--- src/rtl/dntimer_pkg.sv ---
package dntimer_pkg;
  localparam int WORD_W       = 32;
  localparam int EVT_CH       = 2;
  localparam int KEEP_CH      = 4;
  localparam int EVT_FLD_LSB  = 12;
  localparam int KEEP_FLD_LSB = 20;
  localparam int EVT_FLD_W    = 4;
  localparam int KEEP_FLD_W   = 3;
  localparam int F_START      = 0;
  localparam int F_MANUAL     = 1;
  localparam int F_INVERT     = 2;

  typedef logic [WORD_W-1:0] word_t;

  function automatic int cnt_buf_off(input int ch);
    return 12 * ch + 12;
  endfunction

  function automatic int cmp_buf_off(input int ch);
    return 12 * ch + 16;
  endfunction

  localparam int CTRL_OFF = 8;
  localparam int OBS_OFF  = 64;
endpackage

--- src/rtl/tick_prescaler.sv ---
module tick_prescaler #(
  parameter int DIV = 2
) (
  input  logic clk,
  input  logic rst_n,
  output logic tick
);
  localparam int PW = (DIV > 1) ? $clog2(DIV) : 1;

  logic [PW-1:0] phase_q;

  assign tick = (phase_q == PW'(DIV - 1));

  always_ff @(posedge clk or negedge rst_n) begin
    if (!rst_n) phase_q <= '0;
    else if (tick) phase_q <= '0;
    else phase_q <= phase_q + 1'b1;
  end

  generate
    if (DIV > 1) begin : g_chk
      AST_TICK_SPACED: assert property (@(posedge clk) disable iff (!rst_n)
        tick |=> !tick);
    end
  endgenerate
endmodule

--- src/rtl/dntimer_channel.sv ---
module dntimer_channel #(
  parameter int CNT_W = 32
) (
  input  logic             clk,
  input  logic             rst_n,
  input  logic             tick,
  input  logic             run,
  input  logic             manual,
  input  logic [CNT_W-1:0] cnt_buf,
  output logic [CNT_W-1:0] count,
  output logic             expire
);
  function automatic logic [CNT_W-1:0] step_down(input logic [CNT_W-1:0] cur,
                                                 input logic [CNT_W-1:0] rel);
    return (cur == '0) ? rel : cur - 1'b1;
  endfunction

  logic at_zero;
  logic advance;

  assign at_zero = (count == '0);
  assign advance = tick & run & ~manual;
  assign expire  = advance & at_zero;

  always_ff @(posedge clk or negedge rst_n) begin
    if (!rst_n) count <= '0;
    else if (manual) count <= cnt_buf;
    else if (advance) count <= step_down(count, cnt_buf);
  end

  AST_MANUAL_LOADS: assert property (@(posedge clk) disable iff (!rst_n)
    manual |=> count == $past(cnt_buf));
  AST_HALT_HOLDS: assert property (@(posedge clk) disable iff (!rst_n)
    (!run && !manual) |=> $stable(count));
  AST_RELOAD_ON_EXPIRE: assert property (@(posedge clk) disable iff (!rst_n)
    expire |=> count == $past(cnt_buf));
  AST_ONE_PER_TICK: assert property (@(posedge clk) disable iff (!rst_n)
    (advance && !at_zero) |=> count == $past(count) - 1'b1);
endmodule

--- src/rtl/timer_regs.sv ---
module timer_regs
  import dntimer_pkg::*;
#(
  parameter int ADDR_W = 8
) (
  input  logic              clk,
  input  logic              rst_n,
  input  logic              reg_wr,
  input  logic [ADDR_W-1:0] reg_addr,
  input  word_t             reg_wdata,
  output word_t             reg_rdata,
  input  word_t             keep_count,
  input  logic              evt_expire,
  input  logic              keep_expire,
  output logic              evt_run,
  output logic              evt_manual,
  output logic              keep_run,
  output logic              keep_manual,
  output word_t             evt_cnt_buf,
  output word_t             keep_cnt_buf
);
  localparam logic [ADDR_W-1:0] A_CTRL     = ADDR_W'(CTRL_OFF);
  localparam logic [ADDR_W-1:0] A_EVT_CNT  = ADDR_W'(cnt_buf_off(EVT_CH));
  localparam logic [ADDR_W-1:0] A_EVT_CMP  = ADDR_W'(cmp_buf_off(EVT_CH));
  localparam logic [ADDR_W-1:0] A_KEEP_CNT = ADDR_W'(cnt_buf_off(KEEP_CH));
  localparam logic [ADDR_W-1:0] A_KEEP_OBS = ADDR_W'(OBS_OFF);

  logic [EVT_FLD_W-1:0]  evt_fld;
  logic [KEEP_FLD_W-1:0] keep_fld;
  word_t                 evt_cmp_buf;
  logic                  wr_ctrl;
  logic                  evt_oneshot_done;
  logic                  keep_oneshot_done;

  assign wr_ctrl           = reg_wr && (reg_addr == A_CTRL);
  assign evt_oneshot_done  = evt_expire && !evt_fld[EVT_FLD_W-1];
  assign keep_oneshot_done = keep_expire && !keep_fld[KEEP_FLD_W-1];

  always_ff @(posedge clk or negedge rst_n) begin
    if (!rst_n) begin
      evt_fld  <= '0;
      keep_fld <= '0;
    end else if (wr_ctrl) begin
      evt_fld  <= reg_wdata[EVT_FLD_LSB +: EVT_FLD_W];
      keep_fld <= reg_wdata[KEEP_FLD_LSB +: KEEP_FLD_W];
    end else begin
      if (evt_oneshot_done)  evt_fld[F_START]  <= 1'b0;
      if (keep_oneshot_done) keep_fld[F_START] <= 1'b0;
    end
  end

  always_ff @(posedge clk or negedge rst_n) begin
    if (!rst_n) begin
      evt_cnt_buf  <= '0;
      evt_cmp_buf  <= '0;
      keep_cnt_buf <= '0;
    end else if (reg_wr) begin
      if (reg_addr == A_EVT_CNT)  evt_cnt_buf  <= reg_wdata;
      if (reg_addr == A_EVT_CMP)  evt_cmp_buf  <= reg_wdata;
      if (reg_addr == A_KEEP_CNT) keep_cnt_buf <= reg_wdata;
    end
  end

  assign evt_run     = evt_fld[F_START];
  assign evt_manual  = evt_fld[F_MANUAL];
  assign keep_run    = keep_fld[F_START];
  assign keep_manual = keep_fld[F_MANUAL];

  always_comb begin
    reg_rdata = '0;
    unique case (reg_addr)
      A_CTRL: begin
        reg_rdata[EVT_FLD_LSB +: EVT_FLD_W]   = evt_fld;
        reg_rdata[KEEP_FLD_LSB +: KEEP_FLD_W] = keep_fld;
      end
      A_EVT_CNT:  reg_rdata = evt_cnt_buf;
      A_EVT_CMP:  reg_rdata = evt_cmp_buf;
      A_KEEP_CNT: reg_rdata = keep_cnt_buf;
      A_KEEP_OBS: reg_rdata = keep_count;
      default:    reg_rdata = '0;
    endcase
  end

  AST_ONESHOT_CLEARS: assert property (@(posedge clk) disable iff (!rst_n)
    (evt_oneshot_done && !wr_ctrl) |=> !evt_run);
  AST_ONESHOT_KEEPS_INV: assert property (@(posedge clk) disable iff (!rst_n)
    (evt_oneshot_done && !wr_ctrl) |=> $stable(evt_fld[F_INVERT]));
endmodule

--- src/rtl/evt_dntimer.sv ---
module evt_dntimer
  import dntimer_pkg::*;
#(
  parameter int ADDR_W    = 8,
  parameter int PRESC_DIV = 2
) (
  input  logic              clk,
  input  logic              rst_n,
  input  logic              reg_wr,
  input  logic [ADDR_W-1:0] reg_addr,
  input  logic [31:0]       reg_wdata,
  output logic [31:0]       reg_rdata,
  output logic              tick_irq
);
  logic  tick;
  logic  evt_run, evt_manual, keep_run, keep_manual;
  logic  evt_expire, keep_expire;
  word_t evt_cnt_buf, keep_cnt_buf;
  word_t evt_count, keep_count;

  tick_prescaler #(.DIV(PRESC_DIV)) u_presc (
    .clk (clk), .rst_n (rst_n), .tick (tick)
  );

  timer_regs #(.ADDR_W(ADDR_W)) u_regs (
    .clk          (clk),
    .rst_n        (rst_n),
    .reg_wr       (reg_wr),
    .reg_addr     (reg_addr),
    .reg_wdata    (reg_wdata),
    .reg_rdata    (reg_rdata),
    .keep_count   (keep_count),
    .evt_expire   (evt_expire),
    .keep_expire  (keep_expire),
    .evt_run      (evt_run),
    .evt_manual   (evt_manual),
    .keep_run     (keep_run),
    .keep_manual  (keep_manual),
    .evt_cnt_buf  (evt_cnt_buf),
    .keep_cnt_buf (keep_cnt_buf)
  );

  dntimer_channel #(.CNT_W(WORD_W)) u_evt_ch (
    .clk (clk), .rst_n (rst_n), .tick (tick), .run (evt_run),
    .manual (evt_manual), .cnt_buf (evt_cnt_buf),
    .count (evt_count), .expire (evt_expire)
  );

  dntimer_channel #(.CNT_W(WORD_W)) u_keep_ch (
    .clk (clk), .rst_n (rst_n), .tick (tick), .run (keep_run),
    .manual (keep_manual), .cnt_buf (keep_cnt_buf),
    .count (keep_count), .expire (keep_expire)
  );

  always_ff @(posedge clk or negedge rst_n) begin
    if (!rst_n) tick_irq <= 1'b0;
    else tick_irq <= evt_expire;
  end

  AST_IRQ_ONE_CYCLE: assert property (@(posedge clk) disable iff (!rst_n)
    tick_irq |=> !tick_irq);
  AST_IRQ_AFTER_EXPIRE: assert property (@(posedge clk) disable iff (!rst_n)
    evt_expire |=> tick_irq);
  AST_NO_EXPIRE_HALTED: assert property (@(posedge clk) disable iff (!rst_n)
    !evt_run |-> !evt_expire);
endmodule

--- config.mk ---
export PLATFORM = sky130hd
export DESIGN_NAME = evt_dntimer
export DESIGN_NICKNAME = d
export VERILOG_FILES = /design/src/rtl/dntimer_pkg.sv /design/src/rtl/tick_prescaler.sv /design/src/rtl/dntimer_channel.sv /design/src/rtl/timer_regs.sv /design/src/rtl/evt_dntimer.sv
export SDC_FILE = /design/constraint.sdc
export NUM_CORES = 1
export LEC_CHECK = 0
export ABC_AREA = 0
export BUFFER_PORTS_ARGS = -buffer_cell sky130_fd_sc_hd__buf_4
export CAP_MARGIN = 20
export CORE_MARGIN = 2
export CORE_UTILIZATION = 37
export DETAILED_ROUTE_END_ITERATION = 7
export SLEW_MARGIN = 20
export SYNTH_ARGS = -nofsm -noshare
export SYNTH_HDL_FRONTEND = slang
export SYNTH_SLANG_ARGS = --single-unit
export TNS_END_PERCENT = 100
--- constraint.sdc ---
create_clock -name clk -period 3.3 [get_ports clk]
set_input_delay 0.165 -clock clk [delete_from_list [all_inputs] [get_ports clk]]
set_output_delay 0.165 -clock clk [all_outputs]
set_load 0.05 [all_outputs]
[Word level (Yosys, flattened, before mapping)]
Cells that the tools add are included.
Operators by class
  add/sub/neg operators: 3
  equality and inequality tests: 5
  mux-type cells: 16
  bitwise operators: 8
  reduce and logical (&&, ||, !) cells: 14
Operators by type and width (count)
  $mux 32: 6
  $logic_not 32->1: 2
  $sub 32x1->32 const B: 2
  $pmux 12 s4: 1
  $pmux 9 s4: 1
  $eq 8x6->1 const B: 3
  $pmux 4 s5: 1
  $pmux 4 s4: 1
  $pmux 3 s5: 1
  $eq 8x4->1 const B: 1
  $eq 8x7->1 const B: 1
  $reduce_bool 2->1: 4
  $and 1x1->1: 6
  $reduce_and 2->1: 3
  $mux 1: 5
  $logic_and 1x1->1: 3
  $logic_not 1->1: 2
  $not 1->1: 2
  $add 1x1->1 const B: 1
Storage, ports and cells
  register bits after elaboration: 169
  bits of input ports: 43
  word-level logic and storage cells: 57

[Depth between registers and ports, before layout]
  word-level depth: 6
  depth in mapped cells: 10
  depth with buffers taken out: 8

[Hierarchy]
A second synthesis with hierarchy kept.
Second synthesis, totals
  cell total of the unflattened synthesis: 961
  area, all modules: 10088.4 µm²
Modules (own cells, without submodules)
  timer_regs: instances 1, cells each 417, area each 5544.1 µm², sequential area each 2577.5 µm²
  dntimer_channel (u_evt_ch): instances 1, cells each 269, area each 2303.5 µm², sequential area each 800.8 µm²
  dntimer_channel (u_keep_ch): instances 1, cells each 272, area each 2187.1 µm², sequential area each 800.8 µm²
  tick_prescaler: instances 1, cells each 2, area each 28.8 µm², sequential area each 25.0 µm²
  evt_dntimer: instances 1, cells each 1, area each 25.0 µm², sequential area each 25.0 µm²

[Least setup slack after synthesis]
Ideal clock, no wire load.
  path kind: register -> register
  start point: reg u_keep_ch.count[0]
  end point: reg u_keep_ch.count[17]
  setup time: 0.131 ns
  arrival time: 2.311 ns
  data required time: 3.169 ns
  slack: 0.857 ns
  cell stages (with the launch flop): 10
  path buffers: 1
  period minus slack after synthesis: 2.443 ns
  path through: dfrtp_1 -> inv_1 -> ha_1 -> or4b_4 -> nor4_4 -> nand3_2 -> and2_4 -> buf_6 -> and3_1 -> or3_1
On the way
  cells in the longest elaborated chain, start to end: 4
  elaborated cells on any way between the ends: 5
  classes of those cells: 1 x add/sub; 3 x mux; 1 x reduce/logical
Ends and longest elaborated chain
  start, declared: RTL line dntimer_channel.sv:10  | output logic [CNT_W-1:0] count,
  start signal, assigned: RTL line dntimer_channel.sv:27  | else if (manual) count <= cnt_buf;
  start signal, assigned: RTL line dntimer_channel.sv:28  | else if (advance) count <= step_down(count, cnt_buf);
  $sub 32x1->32 or $logic_not 32->1 (tied branches): RTL line dntimer_channel.sv:15  | return (cur == '0) ? rel : cur - 1'b1;
  $mux 32 (*): RTL line dntimer_channel.sv:15
  $mux 32 (*): RTL line dntimer_channel.sv:28
  $mux 32 (*): RTL line dntimer_channel.sv:27
Mark *: on every way between the ends. The rest lies on a longest branch, timed or not. The select of a mux whose other input is x is not followed.
A chain may end at the register's enable or synchronous reset.

[Worst setup path in the final report]
  start point: reg u_evt_ch.count[0]
  end point: reg u_evt_ch.count[2]
On the way
  cells in the longest elaborated chain, start to end: 4
  elaborated cells on any way between the ends: 5
  classes of those cells: 1 x add/sub; 3 x mux; 1 x reduce/logical
Ends and longest elaborated chain (RTL line)
  start, declared: dntimer_channel.sv:10
  start signal, assigned: dntimer_channel.sv:27
  start signal, assigned: dntimer_channel.sv:28
  $sub 32x1->32 or $logic_not 32->1 (tied branches): dntimer_channel.sv:15
  $mux 32 (*): dntimer_channel.sv:15
  $mux 32 (*): dntimer_channel.sv:28
  $mux 32 (*): dntimer_channel.sv:27
Marked as above.

==> flow_summary.ini <==
[outcome]
status = finished clean

[route]
ant_nets = 0
drc = 0
firstDrtPassIters = 7
drt-initial-drc-count = 895
vias_per_cell = 5.949
finalWirelength_um = 29030
vias = 7889
wl_per_cell_um = 21.89

[setup_path]
worst_ep_required_time_ns = 3.64
cp_cell_sequence = inv_1, ha_1, or4b_2, nor4_4, a31oi_2, buf_4, a31o_2, a22oi_1
critical_path_peak_fanout = 20
worst_path_max_delay_cell = or4b_2
critical_path_class = flop to flop
path_buf_inv = 2
cp.arrival_ns = 3.22
end_kind = flop
slowest_delay_ns = 0.63
crit_family = simple AND/OR/NAND/NOR gates
r2r_slack_ns = 0.42
startpoint_type = flop

[timing]
fin_skew_ns = 0.01287
setup_viol = 0
rsz0062_at_grt = false
worst_pin_slew_ns = 0.7242
hold_violations = 0
post-route-min-period_ns = 2.876
drv_slew = 0
slew_headroom_pct = 51.46
fin_crit_sh_pct = 87.14
fin_tns_setup_ns = 0
max_freq_ghz = 0.3478

[synthesis]
yosysSeqAreaShare_pct = 47.21
ys_seq_elements = 169
ys_warn_count = 0
post-synth-top-count-cell = dfrtp_1
synthCells = 896
synth_top_cell_area_share_pct = 47.21
synth_flop_cell = dfrtp_1
synth_edf_count = 0
synth_area_leader_cell = dfrtp_1
async_reset_ff_share_pct = 100.0
synthDistinctLibCells = 71
yosys-top-cells-count = dfrtp_1, nand2_1, mux2_2
syn_avg_cell_area_sq_um = 9.998
netlist_area_sq_um = 8959
syn_nets = 943
synthTopCellsByArea = dfrtp_1, mux2_2, nand2_1

[cts]
h-tree-depth = 4
clk_root_buffer_cell = clkbuf_16
cts_setup_buffers = 0
cts_made_buffers = 17
clkSinkCount = 169
clock_path_buffers = 2
hold_buffers = 27
clk_pin_slew_ns = 0.07
cts_resized = 0
clock_latency_ns = 0.44
cts_tree = yes

[finish]
fillers = 2237
multiInputGateArea_sq_um = 4449
drive_above_1_share_pct = 26.02
nets = 1041
area_growth_pct = 20.64
register_area_sq_um = 4229
diodes = 0

[pwr]
p_sw_uw = 1886
ir_worst_vdd_mv = 0.3641
power_frac_seq_pct = 46.4
p_int_uw = 3812
combPwrFrac_pct = 18.9
p_clk_share_pct = 34.7
p_sw_share_pct = 33.09
p_leak_uw = 0.004944
cellPowerDensity_nw_per_um2 = 527.1
p_total_uw = 5697

[flow_run]
drv_cap = 0

[grt]
grt_overflow = 0
antenna_found_initial = 0
grt_util_all_layers_pct = 22.92
first_global_vias = 7839
grt_pass1_wl_um = 45830
grt_max_degree = 71

[placement]
gp_congestion = 0.9109
port_buffers = 75
dp_hpwl_um = 19550

[floorplanning]
die_h_um = 159.6
dieArea_sq_um = 25470
core-area_sq_um = 23610
io-pin-count = 76
start_util_pct = 37.94
die-width_um = 159.6
row_count = 56

[worst_hold_path]
min_path_type = input pin to flop
==> logic make-up (layout without fill, tap and decap cells) <==
kind of cell	count (synthesis)	after routing	synth area share [%]
simple gates	341	341	19.05
compound gates	195	195	15.88
flops	169	169	47.21
mux	111	111	13.81
buf+inv	76	187	3.492
fa+ha+maj	4	4	0.5587
==> cell type report <==
type | count | share of cell area (%)
Clock buffer | 18 | 3.971
Clock inverter | 14 | 1.239
Inverter | 22 | 0.7641
Multi-Input combinational cell | 651 | 41.17
Sequential cell | 169 | 39.13
Tap cell | 319 | 3.693
Timing Repair Buffer | 133 | 10.04
==> per-stage QoR <==
step / utilization [%] / cell area, sq um / hold WS [ns] / cells / worst slack (ns)
floorplan: - / 8959 / -0.1306 / 896 / 0.8572
global placement: 42.20 / 9965 / 0.2274 / 1266 / 0.5380
detailed placement: 42.20 / 9965 / 0.2313 / 1266 / 0.4772
CTS: 45.73 / 10800 / 0.002448 / 1325 / 0.4421
global route: 45.77 / 10810 / 0.006940 / 1326 / 0.2531
finish: 45.77 / 10810 / 0.008725 / 1326 / 0.4245
==> routing by layer <==
layer  up-vias  share of wire (%)  track usage [%]
li1       3594                  -                -
met1      3955                 44            31.90
met2       303                 48            37.47
met3        37                6.6            3.803
met4         0                1.4            5.372
met5         -                  0                0
==> placed cells by master (no fill, tap or decap), types with 3 or more instances in the layout <==
master / n
and3_1: 6
nor3_1: 25
a221o_1: 4
nand2_1: 130
a22oi_1: 14
ha_1: 4
nor4_2: 3
inv_1: 22
a222oi_1: 32
o32a_1: 3
a311o_1: 5
a21oi_1: 39
inv_6: 8
nor2_1: 56
dlygate4sd3_1: 28
dfrtp_1: 169
o311ai_0: 9
mux2_2: 101
o211ai_1: 9
nand4_1: 11
or3_1: 12
nand4b_1: 3
clkbuf_16: 17
a31oi_1: 8
or4_1: 9
o31ai_1: 5
o22a_1: 3
a211o_1: 5
buf_4: 103
mux2i_1: 10
nand3_1: 32
or4_4: 3
o21ai_0: 36
nor4_1: 24
==> state kept, by name, indices dropped and copies added (netlist names) <==
name                 count
u_presc.tick             1
u_regs.keep_cnt_buf     32
u_evt_ch.count          32
tick_irq                 1
u_keep_ch.count         32
u_regs.evt_cmp_buf      32
u_regs.keep_fld          3
u_regs.evt_cnt_buf      32
u_regs.evt_fld           4
==> worst paths after layout <==
kind,cells past startpoint,start,endpoint
worst min register to register,1,u_regs.evt_cmp_buf[5]$_DFFE_PN0P_,u_regs.evt_cmp_buf[5]$_DFFE_PN0P_
min in group asynchronous,2,rst_n,u_regs.evt_cmp_buf[4]$_DFFE_PN0P_
max in group asynchronous,3,rst_n,u_regs.evt_cmp_buf[21]$_DFFE_PN0P_
worst max register to register,8,u_evt_ch.count[0]$_DFFE_PN0P_,u_evt_ch.count[2]$_DFFE_PN0P_
worst max-delay path,8,u_evt_ch.count[0]$_DFFE_PN0P_,u_evt_ch.count[2]$_DFFE_PN0P_
worst min-delay path,2,reg_wdata[22],u_regs.evt_cmp_buf[22]$_DFFE_PN0P_
==> power groups by stage <==
stage                     clock [uW]  sequential (uW)  combinational, uW
after global routing            2080             2680               1210
after global placement             0             2660               1020
after CTS                       1990             2630               1070
after detailed placement           0             2670               1030
after floorplan                    0             2540                721
final                           1970             2650               1080
Note: power is estimated with default switching activity, not from simulation.
